<file path="src/rtl/pcm_port_pkg.sv">
package pcm_port_pkg;

    typedef enum logic [1:0] {
        FSW_LOW  = 2'd0,
        FSW_ONE  = 2'd1,
        FSW_MANY = 2'd2
    } fsw_state_e;

    typedef enum logic [1:0] {
        SLT_IDLE  = 2'd0,
        SLT_ARM   = 2'd1,
        SLT_SHIFT = 2'd2
    } slot_state_e;

endpackage

</file>
<file path="src/rtl/pcm_edge_sync.sv">
module pcm_edge_sync #(
    parameter int STAGES = 2
) (
    input  logic clk,
    input  logic rst_n,
    input  logic bclk,
    input  logic fsync,
    input  logic dr,
    output logic bclk_rise,
    output logic bclk_fall,
    output logic fs_s,
    output logic dr_s
);
    localparam int LAST = STAGES - 1;

    logic [STAGES-1:0] bclk_pipe;
    logic [STAGES-2:0] fs_pipe;
    logic [STAGES-2:0] dr_pipe;

    always_ff @(posedge clk or negedge rst_n) begin
        if (!rst_n) begin
            bclk_pipe <= '0;
            fs_pipe   <= '0;
            dr_pipe   <= '0;
        end else begin
            bclk_pipe <= {bclk_pipe[STAGES-2:0], bclk};
            fs_pipe   <= {fs_pipe[STAGES-2:0] , fsync} >> 0;
            dr_pipe   <= {dr_pipe[STAGES-2:0] , dr} >> 0;
        end
    end

    assign bclk_rise = bclk_pipe[LAST-1] & ~bclk_pipe[LAST];
    assign bclk_fall = ~bclk_pipe[LAST-1] & bclk_pipe[LAST];
    assign fs_s      = fs_pipe[STAGES-2];
    assign dr_s      = dr_pipe[STAGES-2];

endmodule

</file>
<file path="src/rtl/pcm_fs_width.sv">
module pcm_fs_width
    import pcm_port_pkg::*;
(
    input  logic clk,
    input  logic rst_n,
    input  logic bclk_rise,
    input  logic fs_s,
    output logic frame_start,
    output logic frame_long
);
    fsw_state_e st_q, st_d;
    logic       upd;
    logic       upd_val;
    logic       long_q;

    always_comb begin
        st_d        = st_q;
        frame_start = 1'b0;
        upd         = 1'b0;
        upd_val     = long_q;
        if (bclk_rise) begin
            unique case (st_q)
                FSW_LOW: begin
                    if (fs_s) begin
                        st_d        = FSW_ONE;
                        frame_start = 1'b1;
                    end
                end
                FSW_ONE: begin
                    if (fs_s) begin
                        st_d = FSW_MANY;
                    end else begin
                        st_d    = FSW_LOW;
                        upd     = 1'b1;
                        upd_val = 1'b0;
                    end
                end
                FSW_MANY: begin
                    if (!fs_s) begin
                        st_d    = FSW_LOW;
                        upd     = 1'b1;
                        upd_val = 1'b1;
                    end
                end
                default: st_d = FSW_LOW;
            endcase
        end
    end

    always_ff @(posedge clk or negedge rst_n) begin
        if (!rst_n) st_q <= FSW_LOW;
        else        st_q <= st_d;
    end

    always_ff @(posedge clk or negedge rst_n) begin
        if (!rst_n)   long_q <= 1'b1;
        else if (upd) long_q <= upd_val;
    end

    assign frame_long = long_q;

    AST_SHORT_ON_ONE: assert property (@(posedge clk) disable iff (!rst_n)
        (bclk_rise && st_q == FSW_ONE && !fs_s) |=> !frame_long);
    AST_LONG_ON_MANY: assert property (@(posedge clk) disable iff (!rst_n)
        (bclk_rise && st_q == FSW_MANY && !fs_s) |=> frame_long);
    AST_MODE_HELD: assert property (@(posedge clk) disable iff (!rst_n)
        !bclk_rise |=> $stable(frame_long));

endmodule

</file>
<file path="src/rtl/pcm_slot_ctrl.sv">
module pcm_slot_ctrl
    import pcm_port_pkg::*;
#(
    parameter int FRAME_BITS = 16
) (
    input  logic clk,
    input  logic rst_n,
    input  logic bclk_rise,
    input  logic bclk_fall,
    input  logic frame_start,
    input  logic frame_long,
    input  logic gci_mode,
    output logic load,
    output logic advance,
    output logic rx_cap,
    output logic rx_last,
    output logic oe
);
    localparam int CNT_W = $clog2(FRAME_BITS);
    localparam logic [CNT_W-1:0] LAST_BIT = CNT_W'(FRAME_BITS - 1);

    slot_state_e st_q, st_d;
    logic [CNT_W-1:0] cnt_q, cnt_d;
    logic pend_q, pend_d;
    logic oe_q;

    always_comb begin
        st_d    = st_q;
        cnt_d   = cnt_q;
        pend_d  = pend_q;
        load    = 1'b0;
        advance = 1'b0;
        if (gci_mode) begin
            st_d   = SLT_IDLE;
            pend_d = 1'b0;
        end else if (bclk_rise) begin
            unique case (st_q)
                SLT_IDLE: begin
                    if (frame_start) begin
                        if (frame_long) load = 1'b1;
                        else            st_d = SLT_ARM;
                    end
                end
                SLT_ARM: load = 1'b1;
                SLT_SHIFT: begin
                    if (cnt_q == LAST_BIT) begin
                        if (frame_start && frame_long)  load = 1'b1;
                        else if (frame_start)           begin st_d = SLT_ARM; pend_d = 1'b0; end
                        else if (pend_q)                load = 1'b1;
                        else                            st_d = SLT_IDLE;
                    end else begin
                        advance = 1'b1;
                        cnt_d   = cnt_q + 1'b1;
                        if (frame_start && !frame_long) pend_d = 1'b1;
                    end
                end
                default: st_d = SLT_IDLE;
            endcase
            if (load) begin
                st_d   = SLT_SHIFT;
                cnt_d  = '0;
                pend_d = 1'b0;
            end
        end
    end

    always_ff @(posedge clk or negedge rst_n) begin
        if (!rst_n) begin
            st_q   <= SLT_IDLE;
            cnt_q  <= '0;
            pend_q <= 1'b0;
        end else begin
            st_q   <= st_d;
            cnt_q  <= cnt_d;
            pend_q <= pend_d;
        end
    end

    always_ff @(posedge clk or negedge rst_n) begin
        if (!rst_n) oe_q <= 1'b0;
        else        oe_q <= (st_d == SLT_SHIFT);
    end

    assign oe      = oe_q;
    assign rx_cap  = bclk_fall && !gci_mode && (st_q == SLT_SHIFT);
    assign rx_last = rx_cap && (cnt_q == LAST_BIT);

    AST_GCI_QUIET: assert property (@(posedge clk) disable iff (!rst_n)
        gci_mode |=> !oe);
    AST_OE_ON_RISE: assert property (@(posedge clk) disable iff (!rst_n)
        $rose(oe) |-> $past(bclk_rise));
    AST_OE_OFF_ON_RISE: assert property (@(posedge clk) disable iff (!rst_n)
        ($fell(oe) && !$past(gci_mode)) |-> $past(bclk_rise));

endmodule

</file>
<file path="src/rtl/pcm_shift_path.sv">
module pcm_shift_path #(
    parameter int SLOT_BITS = 8
) (
    input  logic                 clk,
    input  logic                 rst_n,
    input  logic                 load,
    input  logic                 advance,
    input  logic                 swap,
    input  logic [SLOT_BITS-1:0] tx0,
    input  logic [SLOT_BITS-1:0] tx1,
    input  logic                 rx_cap,
    input  logic                 rx_last,
    input  logic                 dr_s,
    output logic                 tx_bit,
    output logic [SLOT_BITS-1:0] rx0,
    output logic [SLOT_BITS-1:0] rx1,
    output logic                 rx_valid
);
    localparam int FRAME_BITS = 2 * SLOT_BITS;

    logic [FRAME_BITS-1:0] txs_q;
    logic [FRAME_BITS-1:0] rxs_q;
    logic [FRAME_BITS-1:0] rx_full;
    logic                  swap_q;

    assign rx_full = {rxs_q[FRAME_BITS-2:0], dr_s};

    always_ff @(posedge clk or negedge rst_n) begin
        if (!rst_n) begin
            txs_q  <= '0;
            swap_q <= 1'b0;
        end else if (load) begin
            txs_q  <= swap ? {tx1, tx0} : {tx0, tx1};
            swap_q <= swap;
        end else if (advance) begin
            txs_q  <= {txs_q[FRAME_BITS-2:0], 1'b0};
        end
    end

    always_ff @(posedge clk or negedge rst_n) begin
        if (!rst_n) begin
            rxs_q    <= '0;
            rx0      <= '0;
            rx1      <= '0;
            rx_valid <= 1'b0;
        end else begin
            rx_valid <= 1'b0;
            if (rx_cap) rxs_q <= rx_full;
            if (rx_last) begin
                rx_valid <= 1'b1;
                if (swap_q) begin
                    rx0 <= rx_full[SLOT_BITS-1:0];
                    rx1 <= rx_full[FRAME_BITS-1:SLOT_BITS];
                end else begin
                    rx0 <= rx_full[FRAME_BITS-1:SLOT_BITS];
                    rx1 <= rx_full[SLOT_BITS-1:0];
                end
            end
        end
    end

    assign tx_bit = txs_q[FRAME_BITS-1];

    AST_VALID_SINGLE: assert property (@(posedge clk) disable iff (!rst_n)
        rx_valid |=> !rx_valid);
    AST_RX_HOLD: assert property (@(posedge clk) disable iff (!rst_n)
        !rx_valid |-> ($stable(rx0) && $stable(rx1)));

endmodule

</file>
<file path="src/rtl/pcm_dual_port.sv">
module pcm_dual_port #(
    parameter int SLOT_BITS = 8
) (
    input  logic                 clk,
    input  logic                 rst_n,
    input  logic                 bclk,
    input  logic                 fsync,
    input  logic                 dr,
    input  logic [SLOT_BITS-1:0] tx_ch0,
    input  logic [SLOT_BITS-1:0] tx_ch1,
    input  logic                 sel_gci,
    input  logic                 sel_swap,
    output logic                 dx,
    output logic                 dx_oe,
    output logic [SLOT_BITS-1:0] rx_ch0,
    output logic [SLOT_BITS-1:0] rx_ch1,
    output logic                 rx_valid,
    output logic                 frame_long
);
    localparam int FRAME_BITS = 2 * SLOT_BITS;

    logic rise, fall, fs_s, dr_s;
    logic frame_start;
    logic load, advance, rx_cap, rx_last, oe;
    logic tx_bit;

    pcm_edge_sync #(.STAGES(2)) u_sync (
        .clk(clk), .rst_n(rst_n), .bclk(bclk), .fsync(fsync), .dr(dr),
        .bclk_rise(rise), .bclk_fall(fall), .fs_s(fs_s), .dr_s(dr_s)
    );

    pcm_fs_width u_width (
        .clk(clk), .rst_n(rst_n), .bclk_rise(rise), .fs_s(fs_s),
        .frame_start(frame_start), .frame_long(frame_long)
    );

    pcm_slot_ctrl #(.FRAME_BITS(FRAME_BITS)) u_ctrl (
        .clk(clk), .rst_n(rst_n), .bclk_rise(rise), .bclk_fall(fall),
        .frame_start(frame_start), .frame_long(frame_long), .gci_mode(sel_gci),
        .load(load), .advance(advance), .rx_cap(rx_cap), .rx_last(rx_last), .oe(oe)
    );

    pcm_shift_path #(.SLOT_BITS(SLOT_BITS)) u_path (
        .clk(clk), .rst_n(rst_n), .load(load), .advance(advance), .swap(sel_swap),
        .tx0(tx_ch0), .tx1(tx_ch1), .rx_cap(rx_cap), .rx_last(rx_last), .dr_s(dr_s),
        .tx_bit(tx_bit), .rx0(rx_ch0), .rx1(rx_ch1), .rx_valid(rx_valid)
    );

    assign dx_oe = oe;
    assign dx    = oe & tx_bit;

    AST_DX_QUIET: assert property (@(posedge clk) disable iff (!rst_n)
        !dx_oe |-> !dx);
    AST_NO_VALID_GCI: assert property (@(posedge clk) disable iff (!rst_n)
        $past(sel_gci) && sel_gci |-> !rx_valid);

endmodule

</file>
<file path="config.mk">
export PLATFORM = sky130hd
export DESIGN_NAME = pcm_dual_port
export DESIGN_NICKNAME = d
export VERILOG_FILES = /design/src/rtl/pcm_port_pkg.sv /design/src/rtl/pcm_edge_sync.sv /design/src/rtl/pcm_fs_width.sv /design/src/rtl/pcm_slot_ctrl.sv /design/src/rtl/pcm_shift_path.sv /design/src/rtl/pcm_dual_port.sv
export SDC_FILE = /design/constraint.sdc
export NUM_CORES = 1
export LEC_CHECK = 0
export CAP_MARGIN = 20
export CORE_MARGIN = 5
export CORE_UTILIZATION = 55
export DETAILED_ROUTE_END_ITERATION = 7
export PLACE_DENSITY_LB_ADDON = 0.2
export SLEW_MARGIN = 20
export SYNTH_ARGS = -nofsm -noshare
export SYNTH_HDL_FRONTEND = slang
export SYNTH_SLANG_ARGS = --single-unit
export TNS_END_PERCENT = 100
</file>
<file path="constraint.sdc">
create_clock -name clk -period 2.5 [get_ports clk]
set_clock_uncertainty 0.15 [all_clocks]
set_input_delay 0.25 -clock clk [delete_from_list [all_inputs] [get_ports clk]]
set_output_delay 0.25 -clock clk [all_outputs]
set_load 0.005 [all_outputs]
</file>
==> results.toml <==
[run_status]
status = "finished, final reports clean"

[finish]
nNetsFinal = 359
insertedDiodeCount = 0
utilization_pct = 68.37
area_growth_pct = 22.77
layout-drive-gt1-share_pct = 19.05
final_cells = 411

[pwr]
power_density_nw_per_um2 = 762.1
clockPowerShare_pct = 32.9
pwr-share-seq_pct = 45.6
leakage_nw = 1.816
p_sw_share_pct = 28.89
peakVddDrop_mv = 0.4584
p_int_mw = 2.168
p_sw_uw = 880.8
power_frac_comb_pct = 21.5

[sta]
post-route-min-period_ns = 2.202
setup_tns_ns = 0
hold_violations = 0
layout_setup_ws_ns = 0.2980
rsz0062_at_grt = "false"
finalCritPeriodShare_pct = 88.08
timing.fmax_mhz = 454.1
tightest_slew_ns = 0.4208
final_max_slew_viol_count = 0
setup_viol = 0
slew_headroom_pct = 71.89

[critical_path]
critPathLaunchType = "register"
cp-end-kind = "register"
path_cells = "inv_1, ha_1, nand4b_4, and4b_1, o41a_1, buf_4, o221ai_1"
crit_slowest_cell = "dfrtp_1"
setup.worst_path.class = "register to register"
arrival_ns = 2.30
path_max_fanout = 17
critPathRequiredTime_ns = 2.60
critPathMaxStageDelay_ns = 0.40

[placed_design]
place_congestion = 0.8161
dp.cells = 389
hpwl_um = 4460
io_buffers = 42
pre_cts_slack_ns = 0.04827

[synthesis]
synth_warnings = 0
netlist_area_um2 = 3258
synth_nets = 308
synthAdderAreaFrac_pct = 1.920
synth_cells = 280
synth_commonest_cells = "dfrtp_1, mux2i_1, nand2_1"
syn_area_per_cell_um2 = 11.64
synth_area_leaders = "dfrtp_1, mux2i_1, mux2_2"
async_flop_share_pct = 100.0
synth-xor-area-share_pct = 0
synth_top_family_by_area = "multiplexers"
synth_most_common_cell = "dfrtp_1"
netlist.area_leader.share_pct = 48.39
synth.distinct_cells = 48
ys_seq_area_share_pct = 49.19
synth_ff_type = "dfrtp_1"
synth.area.mux_share_pct = 17.36
synth-seq-cells = 64
synth_compound_area_share_pct = 14.13
yosys.area_share.simple_pct = 11.10
synth_edf_count = 0
yosysTopAreaCell = "dfrtp_1"

[floorplanning]
die_area_um2 = 7563
core_um2 = 5851
die_w_um = 86.97
initial_core_util_pct = 55.69
io_pins = 43
fp.dieH_um = 86.97
num_rows = 28

[clock_network]
cts-root-buf = "clkbuf_8"
clockBufferDepth = 2
cts_sinks = 64
cts_htree_levels = 3
path_clk_slew_ns = 0.08
numCtsBuffers = 9
clk_latency_ns = 0.34
cts_tree = "built"

[global_route]
grt_pass1_vias = 2352
grt_overflow = 0
grt_pass1_wl_um = 11060
grt_usage_pct = 18.95
antenna_found_initial = 0
grt_max_degree = 65

[route]
dr.pass1.iters = 4
routed_wl_um = 6464
viasPerCell = 5.650
vias = 2322
wl_per_cell_um = 15.73
ant_nets = 0
drcViolationCount = 0
drt_iter0_markers = 92

[run]
max_cap_viol_count = 0

[hold_path]
min_path_type = "input port to register"
state kept, by name, summed over array words and instances, names as in the netlist:
name                count
u_path.rx0              8
u_path.txs_q           16
u_width.st_q            2
u_width.frame_long      1
u_path.rx1              8
u_path.rxs_q           15
u_sync.fs_s             1
u_ctrl.oe               1
u_ctrl.st_q             2
u_ctrl.pend_q           1
u_ctrl.cnt_q            4
u_path.swap_q           1
u_path.rx_valid         1
u_sync.bclk_pipe        2
u_sync.dr_s             1
worst paths after layout:
| check | startpoint | to | slack, ns | cells after the start |
|---|---|---|---|---|
| max | u_width.st_q[0]$_DFFE_PN0P_ | u_path.txs_q[2]$_DFFE_PN0P_ | 0.30 | 7 |
| min | fsync | u_sync.fs_s$_DFF_PN0_ | 0.19 | 1 |
| max reg2reg | u_width.st_q[0]$_DFFE_PN0P_ | u_path.txs_q[2]$_DFFE_PN0P_ | 0.30 | 7 |
| min reg2reg | u_path.rx1[1]$_DFFE_PN0P_ | u_path.rx1[1]$_DFFE_PN0P_ | 0.33 | 2 |
| max in group asynchronous | rst_n | u_width.frame_long$_DFFE_PN1P_ | 1.60 | 3 |
| min in group asynchronous | rst_n | u_path.txs_q[7]$_DFFE_PN0P_ | 0.28 | 3 |
kinds of logic (layout without fill, tap and decap cells):
family	count (synthesis)	after routing
DFF	64	64
and+or+nand+nor	63	63
AOI/OAI and AO/OA	58	58
muxes	53	53
buffers and inverters	37	93
adders and majority gates	5	5
repair_timing:
| item | in CTS | in global routing |
|---|---|---|
| hold buffers | 1 | 0 |
| hold endpoints to repair | 63 | 0 |
| setup buffers | 0 | 5 |
| gates resized for setup | 0 | 0 |
| endpoints found under the setup margin | 0 | 1 |
per-stage QoR:
step | hold WS (ns) | area, um^2 | power (mW)
2_1_floorplan | -0.1956 | 3258 | 1.863
3_3_place_gp | 0.1382 | 3714 | 2.020
3_5_place_dp | 0.1411 | 3714 | 2.060
4_1_cts | 0.1786 | 3950 | 3.071
5_1_grt | 0.1770 | 4000 | 3.221
6_report | 0.1897 | 4000 | 3.049
cell type report:
| class | instances | area [um^2] |
|---|---|---|
| Fill cell | 440 | 1851 |
| Sequential cell | 64 | 1603 |
| Clock inverter | 7 | 102.6 |
| Multi-Input combinational cell | 179 | 1450 |
| Timing Repair Buffer | 56 | 548.0 |
| Inverter | 21 | 78.83 |
| Tap cell | 75 | 93.84 |
| Clock buffer | 9 | 123.9 |
power groups by stage:
stage | registers (mW) | logic (mW) | clock network (mW)
4_1_cts | 1.39 | 0.665 | 1.02
2_1_floorplan | 1.36 | 0.504 | 0
5_1_grt | 1.42 | 0.732 | 1.07
3_5_place_dp | 1.41 | 0.654 | 0
6_report | 1.39 | 0.656 | 1.00
3_3_place_gp | 1.39 | 0.632 | 0
worst max-delay path, delay by kind of cell (launching register included):
| family | cells | cell delay (ns) |
|---|---|---|
| AO/OA/AOI/OAI | 2 | 0.57 |
| flip-flops | 1 | 0.40 |
| AND/OR/NAND/NOR | 2 | 0.37 |
| buffers and inverters | 2 | 0.34 |
| adder cells (fa/ha/maj) | 1 | 0.26 |
placed cells by master (no fill, tap or decap), types with 3 or more instances in the layout:
| cell | instances |
|---|---|
| inv_1 | 21 |
| nand2_1 | 22 |
| a22o_1 | 3 |
| mux2_2 | 18 |
| clkdlybuf4s50_1 | 41 |
| nand3_1 | 17 |
| o221ai_1 | 7 |
| o21ai_0 | 21 |
| a21oi_1 | 7 |
| buf_4 | 11 |
| clkbuf_8 | 9 |
| ha_1 | 5 |
| nand4_1 | 3 |
| dfrtp_1 | 63 |
| o221ai_2 | 7 |
| nor2b_1 | 4 |
| mux2i_1 | 34 |
routing by layer:
metal | up-vias | part of all wire, % | track usage [%]
li1 | 1129 | - | -
met1 | 1150 | 45 | 24.18
met2 | 33 | 49 | 30.64
met3 | 10 | 3.7 | 4.825
met4 | 0 | 1.6 | 7.932
met5 | - | 0 | 0
Note: power is estimated with default switching activity, not from simulation.
